## config.mk

```make
export PLATFORM = sky130hd
export DESIGN_NAME = iface_watchdog
export DESIGN_NICKNAME = d
export VERILOG_FILES = /design/src/rtl/wdog_pkg.sv /design/src/rtl/wdog_tick_counter.sv /design/src/rtl/wdog_alarm_ctrl.sv /design/src/rtl/wdog_chan_action.sv /design/src/rtl/iface_watchdog.sv
export SDC_FILE = /design/constraint.sdc
export NUM_CORES = 1
export LEC_CHECK = 0
export BUFFER_PORTS_ARGS = -buffer_cell sky130_fd_sc_hd__buf_2
export CORE_UTILIZATION = 45
export DETAILED_ROUTE_END_ITERATION = 7
export PLACE_DENSITY_LB_ADDON = 0.1
export SETUP_SLACK_MARGIN = 0.1
export SKIP_CTS_REPAIR_TIMING = 1
export SLEW_MARGIN = 0
export SYNTH_ARGS = -nofsm -noshare
export SYNTH_HDL_FRONTEND = slang
export SYNTH_HIERARCHICAL = 1
export SYNTH_SLANG_ARGS = --single-unit
```

## constraint.sdc

```tcl
create_clock -name clk -period 3.26 [get_ports clk]
set_input_delay 0.163 -clock clk [delete_from_list [all_inputs] [get_ports clk]]
set_output_delay 0.163 -clock clk [all_outputs]
set_load 0.02 [all_outputs]
```

## src/rtl/wdog_pkg.sv

```systemverilog
package wdog_pkg;

   typedef enum logic [1:0] {
      ACT_GATE     = 2'b00,
      ACT_CLEAR    = 2'b01,
      ACT_HOLD     = 2'b10,
      ACT_HOLD_ALT = 2'b11
   } ch_action_e;

   typedef enum logic [1:0] {
      LVL_ANY         = 2'b00,
      LVL_DEDICATED   = 2'b01,
      LVL_LATCHED     = 2'b10,
      LVL_LATCHED_ALT = 2'b11
   } safety_level_e;

   // Which strobes restart the count at a given level.
   function automatic logic refresh_qualifies(safety_level_e lvl, logic any_cmd, logic keepalive);
      logic q;
      unique case (lvl)
         LVL_ANY: q = any_cmd | keepalive;
         default: q = keepalive;
      endcase
      return q;
   endfunction

   // Whether a refresh may also retire a raised alarm.
   function automatic logic refresh_releases(safety_level_e lvl);
      return (lvl == LVL_ANY) || (lvl == LVL_DEDICATED);
   endfunction

endpackage

```

## src/rtl/wdog_tick_counter.sv

```systemverilog
module wdog_tick_counter #(
   parameter int CNT_W = 8
) (
   input  logic             clk,
   input  logic             rst_n,
   input  logic             tick_i,
   input  logic             restart_i,
   input  logic [CNT_W-1:0] limit_i,
   output logic             expire_o
);
   localparam int EXT_W = CNT_W + 1;

   logic [CNT_W-1:0] cnt_q;
   logic [EXT_W-1:0] cnt_inc;
   logic             armed;

   assign armed   = (limit_i != '0);
   assign cnt_inc = {1'b0, cnt_q} + EXT_W'(1);
   // ">=" also covers a limit lowered below the running count
   assign expire_o = armed && tick_i && !restart_i && (cnt_inc >= {1'b0, limit_i});

   always_ff @(posedge clk or negedge rst_n) begin
      if (!rst_n)
         cnt_q <= '0;
      else if (!armed || restart_i || expire_o)
         cnt_q <= '0;
      else if (tick_i)
         cnt_q <= cnt_inc[CNT_W-1:0];
   end
endmodule

```

## src/rtl/wdog_alarm_ctrl.sv

```systemverilog
module wdog_alarm_ctrl (
   input  logic clk,
   input  logic rst_n,
   input  logic expire_i,
   input  logic ack_i,
   input  logic refresh_i,
   input  logic self_release_i,
   output logic alarm_o,
   output logic irq_pend_o,
   output logic release_o
);
   logic alarm_q, irq_q;

   // an expiry in the same cycle always outranks a release
   assign release_o = !expire_i && (ack_i || (self_release_i && refresh_i));

   always_ff @(posedge clk or negedge rst_n) begin
      if (!rst_n) begin
         alarm_q <= 1'b0;
         irq_q   <= 1'b0;
      end else begin
         if (expire_i)       alarm_q <= 1'b1;
         else if (release_o) alarm_q <= 1'b0;
         if (expire_i)       irq_q   <= 1'b1;
         else if (ack_i)     irq_q   <= 1'b0;
      end
   end

   assign alarm_o    = alarm_q;
   assign irq_pend_o = irq_q;
endmodule

```

## src/rtl/wdog_chan_action.sv

```systemverilog
module wdog_chan_action
   import wdog_pkg::*;
(
   input  logic       clk,
   input  logic       rst_n,
   input  logic       alarm_en_i,
   input  logic [1:0] action_i,
   input  logic       expire_i,
   input  logic       ack_i,
   input  logic       release_i,
   output logic       gate_o,
   output logic       clear_o,
   output logic       hold_o
);
   ch_action_e act;
   logic       hit, hit_gate, hit_clear, hit_hold;
   logic       gate_q, clear_q, hold_q;

   assign act       = ch_action_e'(action_i);
   assign hit       = expire_i && alarm_en_i;
   assign hit_gate  = hit && (act == ACT_GATE);
   assign hit_clear = hit && (act == ACT_CLEAR);
   assign hit_hold  = hit && ((act == ACT_HOLD) || (act == ACT_HOLD_ALT));

   always_ff @(posedge clk or negedge rst_n) begin
      if (!rst_n) begin
         gate_q  <= 1'b0;
         clear_q <= 1'b0;
         hold_q  <= 1'b0;
      end else begin
         gate_q  <= hit_gate | (gate_q & ~(ack_i & ~expire_i));
         clear_q <= hit_clear;
         hold_q  <= hit_hold | (hold_q & ~release_i);
      end
   end

   assign gate_o  = gate_q;
   assign clear_o = clear_q;
   assign hold_o  = hold_q;
endmodule

```

## src/rtl/iface_watchdog.sv

```systemverilog
module iface_watchdog
   import wdog_pkg::*;
#(
   parameter int NUM_CH    = 8,
   parameter int TIMEOUT_W = 8
) (
   input  logic                   clk,
   input  logic                   rst_n,
   input  logic                   cmd_valid_i,
   input  logic                   cmd_refresh_i,
   input  logic                   status_ack_i,
   input  logic                   tick_i,
   input  logic [TIMEOUT_W-1:0]   cfg_timeout_i,
   input  logic [1:0]             cfg_level_i,
   input  logic [NUM_CH-1:0]      ch_alarm_en_i,
   input  logic [2*NUM_CH-1:0]    ch_action_i,
   output logic [NUM_CH-1:0]      ch_gate_o,
   output logic [NUM_CH-1:0]      ch_clear_o,
   output logic [NUM_CH-1:0]      ch_hold_o,
   output logic                   alarm_o,
   output logic                   irq_oe_o,
   output logic                   irq_data_o
);
   localparam int ACT_W = 2;

   if (NUM_CH < 1 || NUM_CH > 64) begin : g_bad_num_ch
      $error("iface_watchdog: NUM_CH must lie in 1..64");
   end
   if (TIMEOUT_W < 2 || TIMEOUT_W > 24) begin : g_bad_timeout_w
      $error("iface_watchdog: TIMEOUT_W must lie in 2..24");
   end

   safety_level_e level;
   logic          refresh_q, self_release, expire, release_ev, irq_pend;

   assign level        = safety_level_e'(cfg_level_i);
   assign refresh_q    = refresh_qualifies(level, cmd_valid_i, cmd_refresh_i);
   assign self_release = refresh_releases(level);

   wdog_tick_counter #(.CNT_W(TIMEOUT_W)) u_counter (
      .clk       (clk),
      .rst_n     (rst_n),
      .tick_i    (tick_i),
      .restart_i (refresh_q),
      .limit_i   (cfg_timeout_i),
      .expire_o  (expire)
   );

   wdog_alarm_ctrl u_alarm (
      .clk            (clk),
      .rst_n          (rst_n),
      .expire_i       (expire),
      .ack_i          (status_ack_i),
      .refresh_i      (refresh_q),
      .self_release_i (self_release),
      .alarm_o        (alarm_o),
      .irq_pend_o     (irq_pend),
      .release_o      (release_ev)
   );

   for (genvar g = 0; g < NUM_CH; g++) begin : g_ch
      wdog_chan_action u_ch (
         .clk        (clk),
         .rst_n      (rst_n),
         .alarm_en_i (ch_alarm_en_i[g]),
         .action_i   (ch_action_i[ACT_W*g +: ACT_W]),
         .expire_i   (expire),
         .ack_i      (status_ack_i),
         .release_i  (release_ev),
         .gate_o     (ch_gate_o[g]),
         .clear_o    (ch_clear_o[g]),
         .hold_o     (ch_hold_o[g])
      );
   end

   // open-drain: enable pulls the line low, data is tied low
   assign irq_oe_o   = irq_pend;
   assign irq_data_o = 1'b0;
endmodule

```

# After elaboration in Yosys (flattened, before gate mapping)
# Cells that the tools add are included.
# word_totals
out_inout_bits	27
rom_bits	0
latchBits	0
regBits	34
memories	0
wordCells	163
mem_bits_rw	0
# classes
n_mux	7
n_addsub	1
mul	0
shifts	0
n_lt_le_gt_ge	1
n_eq_ne	25
reduce_logical	65
bitwise	37
n_div	0
# ops
operator	n
$logic_and A1 B1 Y1	37
$eq A2 B2 Y1 const B	16
$eq A2 B1 Y1 const B	9
$logic_not A2 Y1	9
$and A1 B1 Y1	17
$or A1 B1 Y1	17
$mux W8	2
$logic_or A1 B1 Y1	12
$add A8 B1 Y9 const B	1
$ge A9 B8 Y1	1
$reduce_bool A8 Y1	1
$reduce_bool A2 Y1	3
$mux W1	5
$logic_not A1 Y1	3
$not A1 Y1	3

# Longest topological paths before layout
# Gate-level depths: netlist (run 1).
# depth
word_depth	10
mapped_depth	12

# Modules after synthesis
# Netlist (run 1), hierarchy kept.
# modules_own_cells
module	seq_area_each_um2	cells_per_inst	area_each_um2	n_inst
wdog_chan_action	75.1	10	127.6	8
wdog_tick_counter	200.2	90	803.3	1
wdog_alarm_ctrl	50.0	7	81.3	1
iface_watchdog	0.0	5	26.3	1

# Worst setup path after synthesis (run 1)
# OpenSTA, ideal clock, no wires.
# synth_path
path_kind	reg2reg
startpoint	reg u_counter.cnt_q[0]
endpoint	reg g_ch[0].u_ch.hold_q
slack_ps	169
synth_period_minus_slack_ps	3091
setup_time_ps	133
n_path_buf	0
arrival_ps	2957
path_stages_with_launch	12
required_ps	3127
path_cell_list	dfrtp_1 > ha_1 > nand2_1 > o21a_1 > or2_1 > ha_1 > a21o_1 > a221oi_4 > o21ai_4 > o211a_1 > nor2_1 > o21ai_0
# synth_between
elab_chain_cells	8
word_cells_on_any_way	10
# synth_rtl
item	line	rtl
start, declared	wdog_tick_counter.sv:13	logic [CNT_W-1:0] cnt_q;
start signal, assigned	wdog_tick_counter.sv:28	cnt_q <= cnt_inc[CNT_W-1:0];
$add A8 B1 Y9	wdog_tick_counter.sv:18	assign cnt_inc = {1'b0, cnt_q} + EXT_W'(1);
$ge A9 B8 Y1	wdog_tick_counter.sv:20	assign expire_o = armed && tick_i && !restart_i && (cnt_inc >= {1'b0, limit_i});
$logic_and A1 B1 Y1	wdog_tick_counter.sv:20	
via expire	iface_watchdog.sv:34	logic refresh_q, self_release, expire, release_ev, irq_pend;
$logic_not A1 Y1	wdog_alarm_ctrl.sv:15	assign release_o = !expire_i && (ack_i || (self_release_i && refresh_i));
$logic_and A1 B1 Y1	wdog_alarm_ctrl.sv:15	
via release_ev	iface_watchdog.sv:34	
$not A1 Y1	wdog_chan_action.sv:33	hold_q <= hit_hold | (hold_q & ~release_i);
$and A1 B1 Y1	wdog_chan_action.sv:33	
$or A1 B1 Y1	wdog_chan_action.sv:33	
end signal, assigned	wdog_chan_action.sv:33	
end, declared	wdog_chan_action.sv:17	logic gate_q, clear_q, hold_q;
# The timed path passes the listed nets, and every way through them passes these cells.
# A chain may end at the register's enable or synchronous reset.

# Final worst setup path (run 1)
# layout_path
startpoint	reg u_counter.cnt_q[0]
endpoint	reg g_ch[6].u_ch.clear_q
# layout_between
elab_chain_cells	5
# layout_rtl
item	line	rtl
$add A8 B1 Y9	wdog_tick_counter.sv:18	
$ge A9 B8 Y1	wdog_tick_counter.sv:20	
$logic_and A1 B1 Y1	wdog_tick_counter.sv:20	
via expire	iface_watchdog.sv:34	
$logic_and A1 B1 Y1	wdog_chan_action.sv:20	assign hit = expire_i && alarm_en_i;
$logic_and A1 B1 Y1	wdog_chan_action.sv:22	assign hit_clear = hit && (act == ACT_CLEAR);
via g_ch[6].u_ch.hit_clear	wdog_chan_action.sv:16	logic hit, hit_gate, hit_clear, hit_hold;
end signal, assigned	wdog_chan_action.sv:32	clear_q <= hit_clear;
end, declared	wdog_chan_action.sv:17	
# The timed path passes the listed nets, and every way through them passes these cells.

==> results of run 1 <==
[registers in the layout, indices dropped and copies added, names as in the netlist]
signal / flops
u_alarm/irq_pend_o: 1
u_alarm/alarm_o: 1
u_counter/cnt_q: 8
g_ch.u_ch/clear_o: 8
g_ch.u_ch/hold_o: 8
g_ch.u_ch/gate_o: 8
[area by class of cell]
class	instances	share of cell area [%]
Clock buffer	5	2.78
Clock inverter	3	1.82
Inverter	22	3.34
Multi-Input combinational cell	123	39.7
Sequential cell	34	34.4
Tap cell	50	2.53
Timing Repair Buffer	72	15.4
[cells by family after synthesis]
family | synth area share [%]
flip-flops | 44.0
other | 0.194
XOR/XNOR | 2.27
AND/OR/NAND/NOR | 23.3
AO/OA/AOI/OAI | 19.2
buffers and inverters | 5.18
adder cells (fa/ha/maj) | 5.83
[through the flow]
stage	hold WS, ns	setup slack, ns
5_1_grt	0.124	0.103
3_5_place_dp	0.261	0.247
6_report	0.130	0.307
4_1_cts	-0.0538	0.233
3_3_place_gp	0.271	0.273
2_1_floorplan	-0.133	0.169
[worst max-delay path: stages, from the launching register on]
cell and delay [ns]:
dfrtp_1 0.42, ha_1 0.26, nand2_1 0.12, o21a_1 0.21, or2_1 0.23, ha_1 0.29, a21o_1 0.19, a221oi_4 0.33
o21ai_4 0.11, o211a_1 0.25, buf_4 0.20, and4b_2 0.23
[power groups by stage]
stage / sequential (W) / clock (W) / combinational, W
CTS: 0.000427 / 0.000396 / 0.0000935
detailed placement: 0.000435 / 0 / 0.0000935
global route: 0.000427 / 0.000416 / 0.000106
finish: 0.000427 / 0.000384 / 0.0000929
global placement: 0.000435 / 0 / 0.0000922
floorplan: 0.000435 / 0 / 0.0000415
[path summary, 6_finish.rpt]
path / start / endpoint / slack [ns] / depth (start not counted)
setup reg to reg: u_counter/cnt_q[0]$_DFFE_PN0P_ / g_ch[6].u_ch/clear_o$_DFF_PN0_ / 0.31 / 11
hold reg to reg: u_alarm/alarm_o$_DFFE_PN0P_ / u_alarm/alarm_o$_DFFE_PN0P_ / 0.48 / 1
min in group asynchronous: rst_n / g_ch[6].u_ch/clear_o$_DFF_PN0_ / 0.46 / 2
setup / recovery: u_counter/cnt_q[0]$_DFFE_PN0P_ / g_ch[6].u_ch/clear_o$_DFF_PN0_ / 0.31 / 11
max in group asynchronous: rst_n / g_ch[4].u_ch/clear_o$_DFF_PN0_ / 2.34 / 2
hold / removal: ch_alarm_en_i[0] / g_ch[0].u_ch/hold_o$_DFF_PN0_ / 0.13 / 3
[routing by layer]
layer  part of all wire, %  vias up  GRT usage (%)
met1                    45      761           24.7
met5                     0        -              0
met3                   4.4       10           5.57
li1                      -      815              -
met2                    48       46           34.3
met4                   2.8        0           9.31
[cells in the mapped netlist]
| library cell | number | area (sq um) |
|---|---|---|
| dfrtp_1 | 34 | 851 |
| inv_1 | 22 | 82.6 |
| nand3_1 | 15 | 75.1 |
| nand2_1 | 10 | 37.5 |
| ha_1 | 9 | 113 |
| and4b_2 | 8 | 90.1 |
| nor2b_1 | 8 | 50.1 |
| nor3b_2 | 8 | 100 |
| o21ai_0 | 8 | 40.0 |
| o22a_1 | 8 | 70.1 |
| a21o_1 | 6 | 45.0 |
| nor2_1 | 5 | 18.8 |
| xnor2_1 | 4 | 35.0 |
| a21oi_1 | 3 | 15.0 |
| nor4_1 | 3 | 18.8 |
| o2111ai_1 | 3 | 26.3 |
| o221ai_1 | 3 | 26.3 |
| o41ai_2 | 3 | 48.8 |
| buf_2 | 2 | 10.0 |
| nand4_1 | 2 | 12.5 |
| nor3_1 | 2 | 10.0 |
| a21o_2 | 1 | 8.76 |
| a21oi_2 | 1 | 8.76 |
| a221oi_4 | 1 | 26.3 |
| a31oi_2 | 1 | 12.5 |
| and3_4 | 1 | 11.3 |
| buf_4 | 1 | 7.51 |
| conb_1 | 1 | 3.75 |
| nand2b_1 | 1 | 6.26 |
| nand3b_1 | 1 | 7.51 |
| o211a_1 | 1 | 10.0 |
| o21a_1 | 1 | 7.51 |
| o21ai_4 | 1 | 16.3 |
| o32ai_1 | 1 | 8.76 |
| or2_1 | 1 | 6.26 |
| or3_1 | 1 | 6.26 |
| xor2_1 | 1 | 8.76 |
==> results.toml, run 1 <==
[status]
status = "completed"

[yosys]
yosysWarnings = 6
synth_area_sq_um = 1930
ys_types = 37
syn_inst = 182
yosys_register_bits = 34
synthesis.nets = 231
synth.avg_cell_area_sq_um = 10.6
seq_area_frac_synth_pct = 44.0

[detailed_routing]
antenna_left = 0
wl_um = 4120
viasPerCell = 5.28
drcViolationCount = 0
wl_per_cell_um = 13.3
vias = 1632
dr.pass1.iters = 4
drt-initial-drc-count = 55

[placement]
io_buffers = 65
hpwl_um = 3210
dp.cells = 298
gp_congestion = 0.810
place_area_sq_um = 2330

[final_layout]
drive_gt1_share_pct = 40.2
antennaDiodeCount = 0
layout_common_cells = "65 x buf_2, 34 x dfrtp_1, 22 x inv_1"
mostFrequentLayoutCell = "buf_2"
fillers = 361
regArea_sq_um = 851
final_cells = 309
final_nets = 307
final_util_pct = 60.9
syn_to_final_growth_pct = 27.9
multi_input_area_sq_um = 981
final_area_sq_um = 2470

[grt]
grt-ovfl-total = 0
grt_antenna_before_repair = 0
grt_pass1_vias = 1587
grt_max_degree = 35
gr-usage-all-layers_pct = 20.6
grt_first_pass_wirelength_um = 6900

[worst_hold_path]
min_path_type = "input port to flip-flop"

[floorplan]
initial_core_util_pct = 47.6
die_w_um = 67.5
coreArea_sq_um = 4060
dieArea_sq_um = 4560
num_rows = 23
die_h_um = 67.5
io_pins = 67

[clock_network]
cts_buffers = 5
ctsRootBufferMaster = "clkbuf_8"
htree_levels = 2
clkLatencyLatePin_ns = 0.29
cts_tree = "built"
cts_buffer_depth = 2
clock_sinks = 34
cts.clk_slew.worst_paths_ns = 0.07

[power]
ir_worst_vdd_v = 0.000323
seqPwrFrac_pct = 47.2
power_density_nw_per_um2 = 366
p_leak_nw = 1.42
p_sw_w = 0.000214
internal-power_w = 0.000690
combPwrFrac_pct = 10.3
power_w = 0.000904
p_clk_share_pct = 42.5
switching_share_pct = 23.7

[timing]
slew_violations = 0
post-route-min-period_ns = 2.95
setup_tns_ns = 0
tightest_slew_ns = 0.714
max_freq_ghz = 0.339
finalHoldViolCount = 0
rsz0062_at_grt = "false"
setup_viol = 0
slew_headroom_pct = 52.4
clock_skew_ns = 0.00407
fin_crit_sh_pct = 90.6

[critical_path]
startpoint_type = "flip-flop"
cp.required_ns = 3.43
worstSetupPathType = "flip-flop to flip-flop"
cp-end-kind = "flip-flop"
arrival_ns = 3.13
cp_max_fo = 17

[flow_run]
cap_violations = 0
Note: power is estimated with default switching activity, not from simulation.
==> run 2: changes to the inputs <==
==> constraint.sdc (replaced) <==
create_clock -name clk -period 2.6 [get_ports clk]
set_input_delay 0.52 -clock clk [delete_from_list [all_inputs] [get_ports clk]]
set_output_delay 0.52 -clock clk [all_outputs]
set_load 0.02 [all_outputs]
==> results.toml, run 2 (same netlist as run 1, synthesis figures left out) <==
[critical_path]
cp-end-kind = "flip-flop"
arrival_ns = 2.87
cp_max_fo = 6
worstSetupPathType = "flip-flop to flip-flop"
startpoint_type = "flip-flop"
ff2ff_path_depth = 11
cp.required_ns = 2.77

[final_layout]
drive_gt1_share_pct = 50.7
multi_input_area_sq_um = 1130
layout_common_cells = "65 x buf_2, 31 x dfrtp_1, 27 x buf_4"
final_nets = 331
mostFrequentLayoutCell = "buf_2"
fillers = 330
final_cells = 332
final_util_pct = 69.5
antennaDiodeCount = 0
syn_to_final_growth_pct = 46.0
regArea_sq_um = 855

[status]
status = "complete, but fails checks"
failed_checks = "setup timing"

[detailed_routing]
antenna_left = 0
dr.pass1.iters = 5
drt-initial-drc-count = 71
wl_per_cell_um = 15.6
wl_um = 5180
drcViolationCount = 0
viasPerCell = 5.36
vias = 1778

[power]
power_density_nw_per_um2 = 372
p_leak_nw = 1.57
switching_share_pct = 25.3
power_w = 0.00105
combPwrFrac_pct = 14.4
seqPwrFrac_pct = 51.2
p_sw_w = 0.000265
internal-power_w = 0.000783
p_clk_share_pct = 34.4
ir_worst_vdd_v = 0.000341

[clock_network]
cts.clk_slew.worst_paths_ns = 0.06
ctsRootBufferMaster = "clkbuf_8"
clkLatencyLatePin_ns = 0.28
clock_sinks = 34
cts_tree = "built"
cts_buffers = 5
htree_levels = 2
cts_buffer_depth = 2

[grt]
grt.busiest_layer = "met2"
grt_first_pass_wirelength_um = 7340
met1_usage_pct = 27.8
grt-ovfl-total = 0
met3_usage_pct = 5.57
grt_antenna_before_repair = 0
grt_pass1_vias = 1605
use_met2_pct = 38.1
gr-usage-all-layers_pct = 22.5
grt_max_degree = 35

[timing]
tightest_slew_ns = 0.766
rsz0062_at_grt = "true"
setup_viol = 29
fin_crit_sh_pct = 104
layout_setup_ws_ns = -0.105
slew_headroom_pct = 48.9
clock_skew_ns = 0.00217
max_freq_ghz = 0.370
slew_violations = 0
finalHoldViolCount = 0
setup_tns_ns = -1.96
post-route-min-period_ns = 2.71

[placement]
hpwl_um = 3520
gp_congestion = 0.787
dp.cells = 319
io_buffers = 65

[floorplan]
dieArea_sq_um = 4560
die_h_um = 67.5
io_pins = 67
num_rows = 23
initial_core_util_pct = 47.6
coreArea_sq_um = 4060
die_w_um = 67.5

[flow_run]
cap_violations = 0

[worst_hold_path]
min_path_type = "input port to async pin"
## run 2: path summary, 6_finish.rpt
path,start,endpoint,slack (ns)
setup / recovery,u_counter/cnt_q[1]$_DFFE_PN0P_,g_ch[0].u_ch/clear_o$_DFF_PN0_,-0.11
hold / removal,rst_n,g_ch[0].u_ch/clear_o$_DFF_PN0_,0.31
setup reg to reg,u_counter/cnt_q[1]$_DFFE_PN0P_,g_ch[0].u_ch/clear_o$_DFF_PN0_,-0.11
hold reg to reg,u_alarm/irq_pend_o$_DFFE_PN0P_,u_alarm/irq_pend_o$_DFFE_PN0P_,0.48
max in group asynchronous,rst_n,u_counter/cnt_q[4]$_DFFE_PN0P_,1.75
min in group clk,u_alarm/irq_pend_o$_DFFE_PN0P_,u_alarm/irq_pend_o$_DFFE_PN0P_,0.48
## run 2: power groups by stage
stage | clock network, W | logic (W) | registers [W]
after floorplan | 0 | 0.0000550 | 0.000546
after CTS | 0.000370 | 0.000138 | 0.000536
after global routing | 0.000394 | 0.000166 | 0.000537
after detailed placement | 0 | 0.000137 | 0.000546
after global placement | 0 | 0.000136 | 0.000545
final | 0.000360 | 0.000151 | 0.000537
## run 2: per-stage QoR
stage / area, sq um / setup WS [ns] / hold WS, ns
global route: 2820 / -0.184 / 0.379
global placement: 2530 / -0.0957 / 0.463
floorplan: 1960 / -0.120 / 0.224
detailed placement: 2530 / -0.159 / 0.464
CTS: 2610 / -0.177 / 0.332
finish: 2820 / -0.105 / 0.311
## run 2: final cells by class
type,instances,area share [%]
Multi-Input combinational cell,123,40.1
Sequential cell,34,30.3
Timing Repair Buffer,96,21.7
Inverter,22,2.93
Clock buffer,7,2.71
Tap cell,50,2.22
## run 2: critical path: stages, from the launching register on
cell	delay (ns)
dfrtp_1	0.42
ha_4	0.18
nand2_4	0.05
o21a_1	0.17
or2_1	0.25
ha_4	0.23
a21o_1	0.18
a221oi_4	0.34
o21ai_4	0.11
o211a_4	0.29
clkbuf_16	0.17
and4b_2	0.19
## run 2: layer usage
layer | routed length, um | vias to the layer above
met1 | 2230 | 863
met5 | 0 | -
met2 | 2660 | 43
li1 | - | 866
met4 | 52 | 0
met3 | 236 | 6
